$ cat config.mk
export PLATFORM = sky130hd
export DESIGN_NAME = tsc_top
export DESIGN_NICKNAME = d
export VERILOG_FILES = /design/src/rtl/tsc_pkg.sv /design/src/rtl/tsc_wr_decode.sv /design/src/rtl/tsc_settle.sv /design/src/rtl/tsc_en_bank.sv /design/src/rtl/tsc_top.sv
export SDC_FILE = /design/constraint.sdc
export NUM_CORES = 1
export LEC_CHECK = 0
export BUFFER_PORTS_ARGS = -buffer_cell sky130_fd_sc_hd__buf_4
export CAP_MARGIN = 30
export CORE_MARGIN = 2
export CORE_UTILIZATION = 51
export CTS_CLUSTER_DIAMETER = 30
export DETAILED_ROUTE_END_ITERATION = 7
export PLACE_DENSITY = 0.85
export SYNTH_ARGS = -nofsm -noshare
export SYNTH_HDL_FRONTEND = slang
export SYNTH_HIERARCHICAL = 1
export SYNTH_SLANG_ARGS = --single-unit
$ cat constraint.sdc
create_clock -name clk_i -period 3.4 [get_ports clk_i]
set_input_delay 0.17 -clock clk_i [delete_from_list [all_inputs] [get_ports clk_i]]
set_output_delay 0.17 -clock clk_i [all_outputs]
set_load 0.005 [all_outputs]
$ cat src/rtl/tsc_pkg.sv
package tsc_pkg;
  localparam int REG_W = 8;
  typedef enum logic {SEL_LO = 1'b0, SEL_HI = 1'b1} trig_sel_e;
endpackage

$ cat src/rtl/tsc_wr_decode.sv
module tsc_wr_decode import tsc_pkg::*; #(
  parameter int NCH = 4,
  parameter logic [NCH-1:0] HI_MASK = 4'b1010
) (
  input  logic             wr_en_i,
  input  logic             wr_sel_i,
  input  logic             wr_bit_i,
  input  logic [2:0]       wr_idx_i,
  input  logic             wr_val_i,
  input  logic [REG_W-1:0] wr_data_i,
  output logic [NCH-1:0]   set_lo_o,
  output logic [NCH-1:0]   set_hi_o
);
  logic [REG_W-1:0] wbyte;

  always_comb begin
    if (wr_bit_i) wbyte = REG_W'(wr_val_i) << wr_idx_i;
    else          wbyte = wr_data_i;
  end

  // Reserved bits dropped here; zero bits carry no action.
  always_comb begin
    set_lo_o = '0;
    set_hi_o = '0;
    if (wr_en_i) begin
      if (trig_sel_e'(wr_sel_i) == SEL_LO) set_lo_o = wbyte[NCH-1:0];
      else                                  set_hi_o = wbyte[NCH-1:0] & HI_MASK;
    end
  end
endmodule

$ cat src/rtl/tsc_settle.sv
module tsc_settle #(
  parameter int NCH      = 4,
  parameter int WAIT_NF  = 4,
  parameter int WAIT_RAW = 2
) (
  input  logic           clk_i,
  input  logic           rst_ni,
  input  logic [NCH-1:0] pin_chg_i,
  input  logic [NCH-1:0] nf_en_i,
  output logic [NCH-1:0] busy_o
);
  localparam int WMAX = (WAIT_NF > WAIT_RAW) ? WAIT_NF : WAIT_RAW;
  localparam int CW   = $clog2(WMAX + 1);

  for (genvar n = 0; n < NCH; n++) begin : g_ch
    logic [CW-1:0] cnt_q;
    always_ff @(posedge clk_i or negedge rst_ni) begin
      if (!rst_ni)           cnt_q <= '0;
      else if (pin_chg_i[n]) cnt_q <= nf_en_i[n] ? CW'(WAIT_NF) : CW'(WAIT_RAW);
      else if (cnt_q != '0)  cnt_q <= cnt_q - 1'b1;
    end
    assign busy_o[n] = (cnt_q != '0);
  end
endmodule

$ cat src/rtl/tsc_en_bank.sv
module tsc_en_bank #(
  parameter int NCH = 4,
  parameter logic [NCH-1:0] MASK = '1
) (
  input  logic           clk_i,
  input  logic           rst_ni,
  input  logic [NCH-1:0] set_i,
  input  logic [NCH-1:0] clr_i,
  output logic [NCH-1:0] en_o
);
  logic [NCH-1:0] en_q;

  // set after clear: start beats stop
  always_ff @(posedge clk_i or negedge rst_ni) begin
    if (!rst_ni) en_q <= '0;
    else         en_q <= ((en_q & ~clr_i) | set_i) & MASK;
  end
  assign en_o = en_q;

  assert_set_enables_R1: assert property (@(posedge clk_i) disable iff (!rst_ni)
    (|set_i) |=> ((en_o & $past(set_i)) == $past(set_i)));

  assert_stop_clears_R10: assert property (@(posedge clk_i) disable iff (!rst_ni)
    (|(clr_i & ~set_i)) |=> ((en_o & $past(clr_i & ~set_i)) == '0));

  for (genvar n = 0; n < NCH; n++) begin : g_chk
    assert_rise_needs_start_R6: assert property (@(posedge clk_i) disable iff (!rst_ni)
      $rose(en_q[n]) |-> $past(set_i[n]));
  end
endmodule

$ cat src/rtl/tsc_top.sv
module tsc_top import tsc_pkg::*; #(
  parameter int NCH      = 4,
  parameter logic [NCH-1:0] SPLIT_MASK = 4'b1010,
  parameter int WAIT_NF  = 4,
  parameter int WAIT_RAW = 2
) (
  input  logic             clk_i,
  input  logic             rst_ni,
  input  logic             wr_en_i,
  input  logic             wr_sel_i,
  input  logic             wr_bit_i,
  input  logic [2:0]       wr_idx_i,
  input  logic             wr_val_i,
  input  logic [REG_W-1:0] wr_data_i,
  output logic [REG_W-1:0] rd_data_o,
  input  logic [NCH-1:0]   mode8_i,
  input  logic [NCH-1:0]   stop_lo_i,
  input  logic [NCH-1:0]   stop_hi_i,
  input  logic [NCH-1:0]   pin_chg_i,
  input  logic [NCH-1:0]   nf_en_i,
  output logic [NCH-1:0]   start_lo_o,
  output logic [NCH-1:0]   start_hi_o,
  output logic [NCH-1:0]   en_lo_o,
  output logic [NCH-1:0]   en_hi_o,
  output logic [NCH-1:0]   early_o
);
  logic [NCH-1:0] set_lo, set_hi;
  logic [NCH-1:0] trig_lo_q, trig_hi_q;
  logic [NCH-1:0] whole16, clr_hi, busy;

  tsc_wr_decode #(.NCH(NCH), .HI_MASK(SPLIT_MASK)) u_dec (
    .wr_en_i, .wr_sel_i, .wr_bit_i, .wr_idx_i, .wr_val_i, .wr_data_i,
    .set_lo_o(set_lo), .set_hi_o(set_hi)
  );

  // Trigger bits live one cycle: cleared as the enable takes them.
  always_ff @(posedge clk_i or negedge rst_ni) begin
    if (!rst_ni) begin
      trig_lo_q <= '0;
      trig_hi_q <= '0;
    end else begin
      trig_lo_q <= set_lo;
      trig_hi_q <= set_hi;
    end
  end

  assign rd_data_o = '0;  // trigger registers read back as zero

  assign whole16    = SPLIT_MASK & ~mode8_i;
  assign start_lo_o = trig_lo_q;
  assign start_hi_o = trig_hi_q | (trig_lo_q & whole16);
  assign clr_hi     = stop_hi_i | (stop_lo_i & whole16);

  tsc_en_bank #(.NCH(NCH), .MASK('1)) u_en_lo (
    .clk_i, .rst_ni, .set_i(start_lo_o), .clr_i(stop_lo_i), .en_o(en_lo_o)
  );

  tsc_en_bank #(.NCH(NCH), .MASK(SPLIT_MASK)) u_en_hi (
    .clk_i, .rst_ni, .set_i(start_hi_o), .clr_i(clr_hi), .en_o(en_hi_o)
  );

  tsc_settle #(.NCH(NCH), .WAIT_NF(WAIT_NF), .WAIT_RAW(WAIT_RAW)) u_settle (
    .clk_i, .rst_ni, .pin_chg_i, .nf_en_i, .busy_o(busy)
  );

  assign early_o = trig_lo_q & busy;

  assert_early_with_start_R8: assert property (@(posedge clk_i) disable iff (!rst_ni)
    (early_o & ~start_lo_o) == '0);

  assert_hi_start_split_only_R7: assert property (@(posedge clk_i) disable iff (!rst_ni)
    (|start_hi_o) |=> ((en_hi_o & $past(start_hi_o)) == $past(start_hi_o)));
endmodule

==> impl_results.md, run 1 <==
- Status: complete, no violations
- Worst Setup Start Kind: flip-flop
- Register-to-Register Path Depth: 5
- TritonRoute pass-1 iters: 4
- Number of global-route vias before repair: 1,183
- DRC: 0
- Final GP Congestion: 0.718
- Clk buf depth: 2
- Area Overhead vs Synth: 24.4%
- I/O pin total: 65
- Crit-path leading delay family: flip-flops
- CP Depth: 5
- IO Port Bufs: 46
- Minimum clock period: 1.59 ns
- CP required: 3.23 ns
- CP Cell Sequence: inv_1, ha_1, nand2b_4, and2_1, buf_4
- # setup viols final: 0
- Std-Cell Core Area: 0.00278 mm²
- Die Span Y: 58.3 µm
- Remaining global-route overflow: 0
- Clock Skew: 0.0142 ns
- Peak VDD IR: 0.453 mV
- Hpwl dp: 2.29 mm
- Setup crit end: early_o[3]
- Worst-path maximum fanout: 4
- DRT iter0 DRCs: 22
- Synth warn: 6
- Share of the yosys chip area belonging to registers: 0.432
- Initial core utilization: 0.541
- RSZ-0062 raised after global routing: no
- Antenna Violating Nets Remaining: 0
- Filler Cells Inserted: 223
- Seq cells post-synth: 26
- CTS tree: yes
- Capturing point of the worst reg2reg path: u_settle/g_ch[2].cnt_q[1]$_DFFE_PN0P_
- Ranking of synthesized cells by area: dfrtp_1 (43%), buf_4 (7.5%), ha_1 (6.7%)
- Clk sinks: 26
- Critical path buffers and inverters: 2
- Vias per cell: 4.99
- First-pass GRT wire length: 4.82 mm
- Die width: 58.3 µm
- Clock latency on the worst-skew pair: 0.32 ns
- Tot GR Track Use: 0.184
- Final worst path period share: 0.468
- Final Max Slew Viols: 0
- Synthesized area: 0.00151 mm²
- Vias: 1,073
- Pre-CTS setup slack: 2.13 ns
- CP endpoint kind: output pin
- Most common cell after layout, fill and taps aside: buf_4
- Fin. Hold Viols: 0
- Crit path DAT: 1.42 ns
- Synth cell types: 28
- Reg2reg setup slack: 2.11 ns
- Worst path max stage delay: 0.42 ns
- Final WS setup: 1.81 ns
- Root Driver: clkbuf_4
- DIE AREA: 0.00340 mm²
- Max Cap Viol: 0
- Nets: 230
- Syn Area/Cell: 10.8 µm²
- Max Clock Freq: 628 MHz
- Min-Delay Path Class: primary input to flip-flop
- Dominant cell type by area after synthesis: dfrtp_1
- CTS clk-pin slew, worst paths: 0.14 ns
- RR Startpoint: u_settle/g_ch[2].cnt_q[0]$_DFFE_PN0P_
- Largest net degree at the start of global routing: 27
- Crit path launch: u_settle/g_ch[3].cnt_q[0]$_DFFE_PN0P_
- Slowest-stage cell, CP: dfrtp_1
- Pwr Density: 551 mW/mm²
- Resized cells post-CTS: 0
- Num CTS Buffers: 3
- Fraction of layout cells with a size suffix above 1: 0.353
- Total wire length: 2.83 mm
- LEAKAGE: 0.00106 µW
- Setup TNS: 0 ns
- N_diodes: 0
- Syn Inst Count: 139
- Most frequent cells in the layout: buf_4 (46), dfrtp_1 (26), inv_1 (21)
- Wire per inst: 13.1 µm
- CP Class: flip-flop to output pin
- Share of the synthesized area in the top cell type: 0.432
- Rows: 19
- Htree depth: 1
- Initial antenna violation count: 0
worst register-to-register path, cell delays in order (launching register included):
cell	delay, ns
dfrtp_1	0.41
inv_1	0.09
ha_1	0.22
nand2b_4	0.08
mux2i_1	0.12
mux2_2	0.26
synthesized netlist by cell type, drive strengths merged:
cell	instances
dfrtp	26
inv	21
buf	15
a21o	10
ha	8
nor2	8
nand2b	5
and2	4
mux2i	4
nand3b	4
xnor2	4
conb	3
nand2	3
nand4bb	3
o32ai	3
a211oi	2
a21oi	2
mux2	2
nand4b	2
nor2b	2
o21ai	2
o311a	2
o41ai	2
nand4	1
o31ai	1
kinds of logic after synthesis:
kind of cell	Yosys count	share of synthesized area
compound gates	24	0.144
xor+xnor	4	0.0233
fa+ha+maj	8	0.0665
buf+inv	36	0.127
flops	26	0.432
mux	6	0.0416
other cells	3	0.00748
simple gates	32	0.158
per-layer routing:
layer	up-vias	track usage	routed length [µm]
met3	4	0.0176	92
met4	0	0.0864	42
met5	-	0	0
li1	530	-	-
met2	28	0.377	1650
met1	511	0.180	1050
area by class of cell:
| class | instances | area, µm² | share of cell area |
|---|---|---|---|
| flip-flops and latches | 26 | 651 | 0.347 |
| well taps | 31 | 38.8 | 0.0207 |
| multi-input cells | 86 | 697 | 0.372 |
| repair buffers | 47 | 355 | 0.190 |
| clock inverters | 1 | 30.0 | 0.0160 |
| inverters | 21 | 78.8 | 0.0421 |
| clock buffers | 3 | 22.5 | 0.0120 |
timing repair:
item | CTS | global route
setup buffers | 0 | 0
endpoints found under the hold margin | 26 | 0
hold buffers | 1 | 0
registers in the layout (all words and copies together) (netlist names):
name and cells:
start_lo_o 4, u_settle/g_ch.cnt_q 12, u_en_hi/en_o 2, trig_hi_q 4, u_en_lo/en_o 4
how the worst min path moves through the flow:
stage                 startpoint                                    end  slack (ns)  cells after the start
floorplan                 rst_ni                start_lo_o[0]$_DFF_PN0_       -0.13                      0
global placement          rst_ni              u_en_lo/en_o[2]$_DFF_PN0_        0.09                      1
detailed placement        rst_ni              u_en_lo/en_o[2]$_DFF_PN0_        0.09                      1
CTS                 pin_chg_i[3]  u_settle/g_ch[3].cnt_q[0]$_DFFE_PN0P_       0.003                      2
global route        pin_chg_i[0]  u_settle/g_ch[0].cnt_q[0]$_DFFE_PN0P_      0.0003                      2
finish              pin_chg_i[1]  u_settle/g_ch[1].cnt_q[0]$_DFFE_PN0P_        0.01                      2
through the flow:
| step | cells | hold WS [ns] | power (µW) | cell area, µm² | utilization |
|---|---|---|---|---|---|
| finish | 215 | 0.0141 | 1030 | 1870 | 0.673 |
| CTS | 215 | 0.00321 | 1050 | 1870 | 0.673 |
| global placement | 210 | 0.0873 | 788 | 1810 | 0.651 |
| detailed placement | 210 | 0.0936 | 836 | 1810 | 0.651 |
| global route | 215 | 0.000344 | 1110 | 1870 | 0.673 |
| floorplan | 148 | -0.126 | 725 | 1540 | - |
power breakdown:
group          total [µW]  switching, µW  internal [µW]
logic                 409            198            212
clock network         207           87.5            119
registers             417           41.2            375
total                1030            327            706
(Power assumes the default switching activity.)
==> inputs of run 2 (changes only) <==
--- a/config.mk
+++ b/config.mk
@@ -5,13 +5,14 @@
 export SDC_FILE = /design/constraint.sdc
 export NUM_CORES = 1
 export LEC_CHECK = 0
+export ABC_AREA = 1
 export BUFFER_PORTS_ARGS = -buffer_cell sky130_fd_sc_hd__buf_4
 export CAP_MARGIN = 30
 export CORE_MARGIN = 2
-export CORE_UTILIZATION = 51
+export CORE_UTILIZATION = 48
 export CTS_CLUSTER_DIAMETER = 30
 export DETAILED_ROUTE_END_ITERATION = 7
-export PLACE_DENSITY = 0.85
+export PLACE_DENSITY = 0.8
 export SYNTH_ARGS = -nofsm -noshare
 export SYNTH_HDL_FRONTEND = slang
 export SYNTH_HIERARCHICAL = 1
==> constraint.sdc (replaced) <==
create_clock -name clk_i -period 1.5 [get_ports clk_i]
set_input_delay 0.075 -clock clk_i [delete_from_list [all_inputs] [get_ports clk_i]]
set_output_delay 0.075 -clock clk_i [all_outputs]
set_load 0.005 [all_outputs]
==> run 2 against run 1 <==
Net effect:
- non-clock buffer count up 14
- clock-buffer cell count grew 1
- sequential cell count unchanged
==> impl_results.md, run 2 <==
- First-pass GRT wire length: 4.70 mm (-2.5%)
- Hold path endpoint: u_settle/g_ch[0].cnt_q[2]$_DFFE_PN0P_
- Capturing point of the worst reg2reg path: u_settle/g_ch[2].cnt_q[1]$_DFFE_PN0P_
- Worst-path maximum fanout: 4 (unchanged)
- Number of global-route vias before repair: 1,193 (+0.85%)
- RR Startpoint: u_settle/g_ch[2].cnt_q[0]$_DFFE_PN0P_
- Remaining global-route overflow: 0 (unchanged)
- Placed Area: 0.00188 mm² (+3.8%)
- HP Start: pin_chg_i[0]
- Ranking of synthesized cells by area: dfrtp_1 (42%), nand2_1 (19%), inv_1 (12%)
- Vias: 1,374 (+28%)
- Std-Cell Core Area: 0.00305 mm² (+9.8%)
- Share of the yosys chip area belonging to registers: 0.420 (-0.0126)
- Clock latency on the worst-skew pair: 0.31 ns (about the same)
- Post-route core utilization: 0.680 (+0.00650)
- Hold Path Depth: 3 (+1)
- Die Span Y: 60.8 µm (+4.3%)
- Most common cell after layout, fill and taps aside: nand2_1
- Number of synthesized flops with an enable pin: 0 (unchanged)
- Syn Area/Cell: 6.98 µm² (-36%)
- CTS tree: yes
- I/O pin total: 65 (unchanged)
- Root Driver: clkbuf_4
- CP required: 1.42 ns (-1.81 ns)
- Largest register FFs: 12 (unchanged)
- Minimum clock period: 1.43 ns
- Area Overhead vs Synth: 33.9%
- Initial core utilization: 0.508 (-0.0334)
- Synth top cells by count: nand2_1 (77), inv_1 (49), dfrtp_1 (26)
- Share of the synthesized area in the top cell type: 0.420 (-0.0126)
- Final worst path period share: 0.955
- FFs w/ async S/R, synth: 1.00 (unchanged)
- Synth warn: 6 (unchanged)
- Hpwl dp: 2.08 mm (-9.5%)
- TritonRoute pass-1 iters: 4 (unchanged)
- Antenna Violating Nets Remaining: 0 (unchanged)
- Max Clock Freq: 698 MHz
- Cell with the most instances after synthesis: nand2_1
- Switching part of the total: 0.376 (+0.0601)
- CTS clk-pin slew, worst paths: 0.14 ns (about the same)
- Pwr Density: 1130 mW/mm² (+100%)
- Reg2reg setup slack: 0.42 ns (-1.69 ns)
- Htree depth: 1 (unchanged)
- Clk sinks: 26 (unchanged)
- Synth cell types: 13 (-54%)
- Synthesized area: 0.00155 mm² (+3.0%)
- Sequential power share: 0.402 (about the same)
- # setup viols final: 0 (unchanged)
- Comb pwr share: 0.452 (+0.056)
- Wire per inst: 8.47 µm (-36%)
- Cell Int Power: 1460 µW (+110%)
- Register-to-Register Path Depth: 7 (+2)
- Nets: 328 (+43%)
- Fraction of layout cells with a size suffix above 1: 0.227 (-0.126)
- Initial antenna violation count: 0 (unchanged)
- Seq cells post-synth: 26 (unchanged)
- Die width: 60.8 µm (+4.3%)
- Hold slack final: 0.00834 ns (-0.00579 ns)
- Num CTS Buffers: 3 (unchanged)
- Clk buf depth: 2 (unchanged)
- Total wire length: 2.76 mm (-2.3%)
- Worst Setup Start Kind: flip-flop
- LEAKAGE: 0.00127 µW (+20%)
- Peak VDD IR: 0.545 mV (+20%)
- Most flops, register: u_settle/g_ch.cnt_q
- Most frequent cells in the layout: nand2_1 (77), inv_1 (47), buf_4 (46)
- IO Port Bufs: 46 (unchanged)
- Final GP Congestion: 0.794 (+11%)
- Crit path DAT: 1.36 ns (-0.06 ns)
- Rows: 20 (+1)
- Vias per cell: 4.21 (-16%)
- CP endpoint kind: output pin
- DRC: 0 (unchanged)
- DRT iter0 DRCs: 68 (+210%)
- N_diodes: 0 (unchanged)
- P_sw: 881 µW (+170%)
- Status: complete, no violations
- Tot GR Track Use: 0.167 (-0.0177)
- Clock Skew: 0.00520 ns (-0.00903 ns)
- Final Max Slew Viols: 0 (unchanged)
- Dominant cell type by area after synthesis: dfrtp_1
- DIE AREA: 0.00370 mm² (+8.8%)
- Min-Delay Path Class: primary input to flip-flop
- Clock power frac: 0.147 (-0.053)
- Max Cap Viol: 0 (unchanged)
- Synth Flop Type: dfrtp_1
- RSZ-0062 raised after global routing: yes
- Final Cell Area: 0.00208 mm² (+11%)
- Syn Inst Count: 222 (+60%)
- Fin. Hold Viols: 0 (unchanged)
- CP Class: flip-flop to output pin
- Largest net degree at the start of global routing: 27 (unchanged)
[run 2: cell types whose count changed in the layout (fill, tap and decap cells not counted), sizes merged, moves of 5 or more]
cell	previous run	this run
dlygate4sd3	1	15
nand3	0	12
a21oi	2	8
inv	21	57
nand2	3	77
a21o	10	0
nand2b	5	0
[run 2: layout make-up]
| type | instances | area, µm² |
|---|---|---|
| fillers | 286 | 977 |
| repair buffers | 61 | 495 |
| flip-flops and latches | 26 | 651 |
| inverters | 57 | 214 |
| multi-input cells | 134 | 624 |
| well taps | 44 | 55.1 |
| clock buffers | 4 | 36.3 |
[run 2: worst max-delay path by stage]
stage	slack, ns	startpoint	to
3_3_place_gp	0.45	u_settle/g_ch[3].cnt_q[0]$_DFFE_PN0P_	early_o[3]
6_report	0.07	u_settle/g_ch[2].cnt_q[0]$_DFFE_PN0P_	early_o[2]
2_1_floorplan	0.55	u_settle/g_ch[3].cnt_q[0]$_DFFE_PN0P_	u_settle/g_ch[3].cnt_q[1]$_DFFE_PN0P_
4_1_cts	0.05	u_settle/g_ch[3].cnt_q[0]$_DFFE_PN0P_	early_o[3]
5_1_grt	-0.03	u_settle/g_ch[2].cnt_q[0]$_DFFE_PN0P_	early_o[2]
3_5_place_dp	0.42	u_settle/g_ch[3].cnt_q[0]$_DFFE_PN0P_	early_o[3]
[run 2: kinds of logic after synthesis]
kind of cell	count (synthesis)	synth area share
and+or+nand+nor	101	0.261
buffers and inverters	71	0.206
DFF	26	0.420
AOI/OAI and AO/OA	13	0.0420
adders and majority gates	8	0.0646
other	3	0.00726
[run 2: metrics by stage]
stage | power [µW] | setup TNS, ns | setup slack, ns | instances
finish | 2340 | 0 | 0.0678 | 326
global route | 2600 | -0.0260 | -0.0260 | 326
floorplan | 1690 | 0 | 0.551 | 231
CTS | 2310 | 0 | 0.0468 | 324
global placement | 1890 | 0 | 0.450 | 307
detailed placement | 1940 | 0 | 0.417 | 307
[run 2: worst max-delay path: stages, from the launching register on]
cell	delay, ns
dfrtp_1	0.39
inv_1	0.12
ha_2	0.23
nand2_1	0.09
nand2_1	0.06
inv_1	0.03
buf_4	0.12
[run 2: repair_timing]
action / CTS / global route
gates resized for setup: 0 / 6
setup endpoints to repair: 0 / 4
hold endpoints to repair: 35 / 2
buffers inserted: 0 / 0
hold buffers: 13 / 2
[run 2: power groups by stage]
stage                     Sequential (µW)  Clock [µW]  Combinational [µW]
final                                 940         343                1060
after global routing                  957         386                1260
after CTS                             935         352                1020
after detailed placement              949           0                 992
after global placement                945           0                 950
after floorplan                       938           0                 754
[run 2: routing by layer]
layer,GRT usage,vias to the layer above,part of all wire
li1,-,742,-
met1,0.216,583,0.44
met2,0.292,45,0.51
met3,0.0192,4,0.046
met4,0.0528,0,0.0083
met5,0,-,0
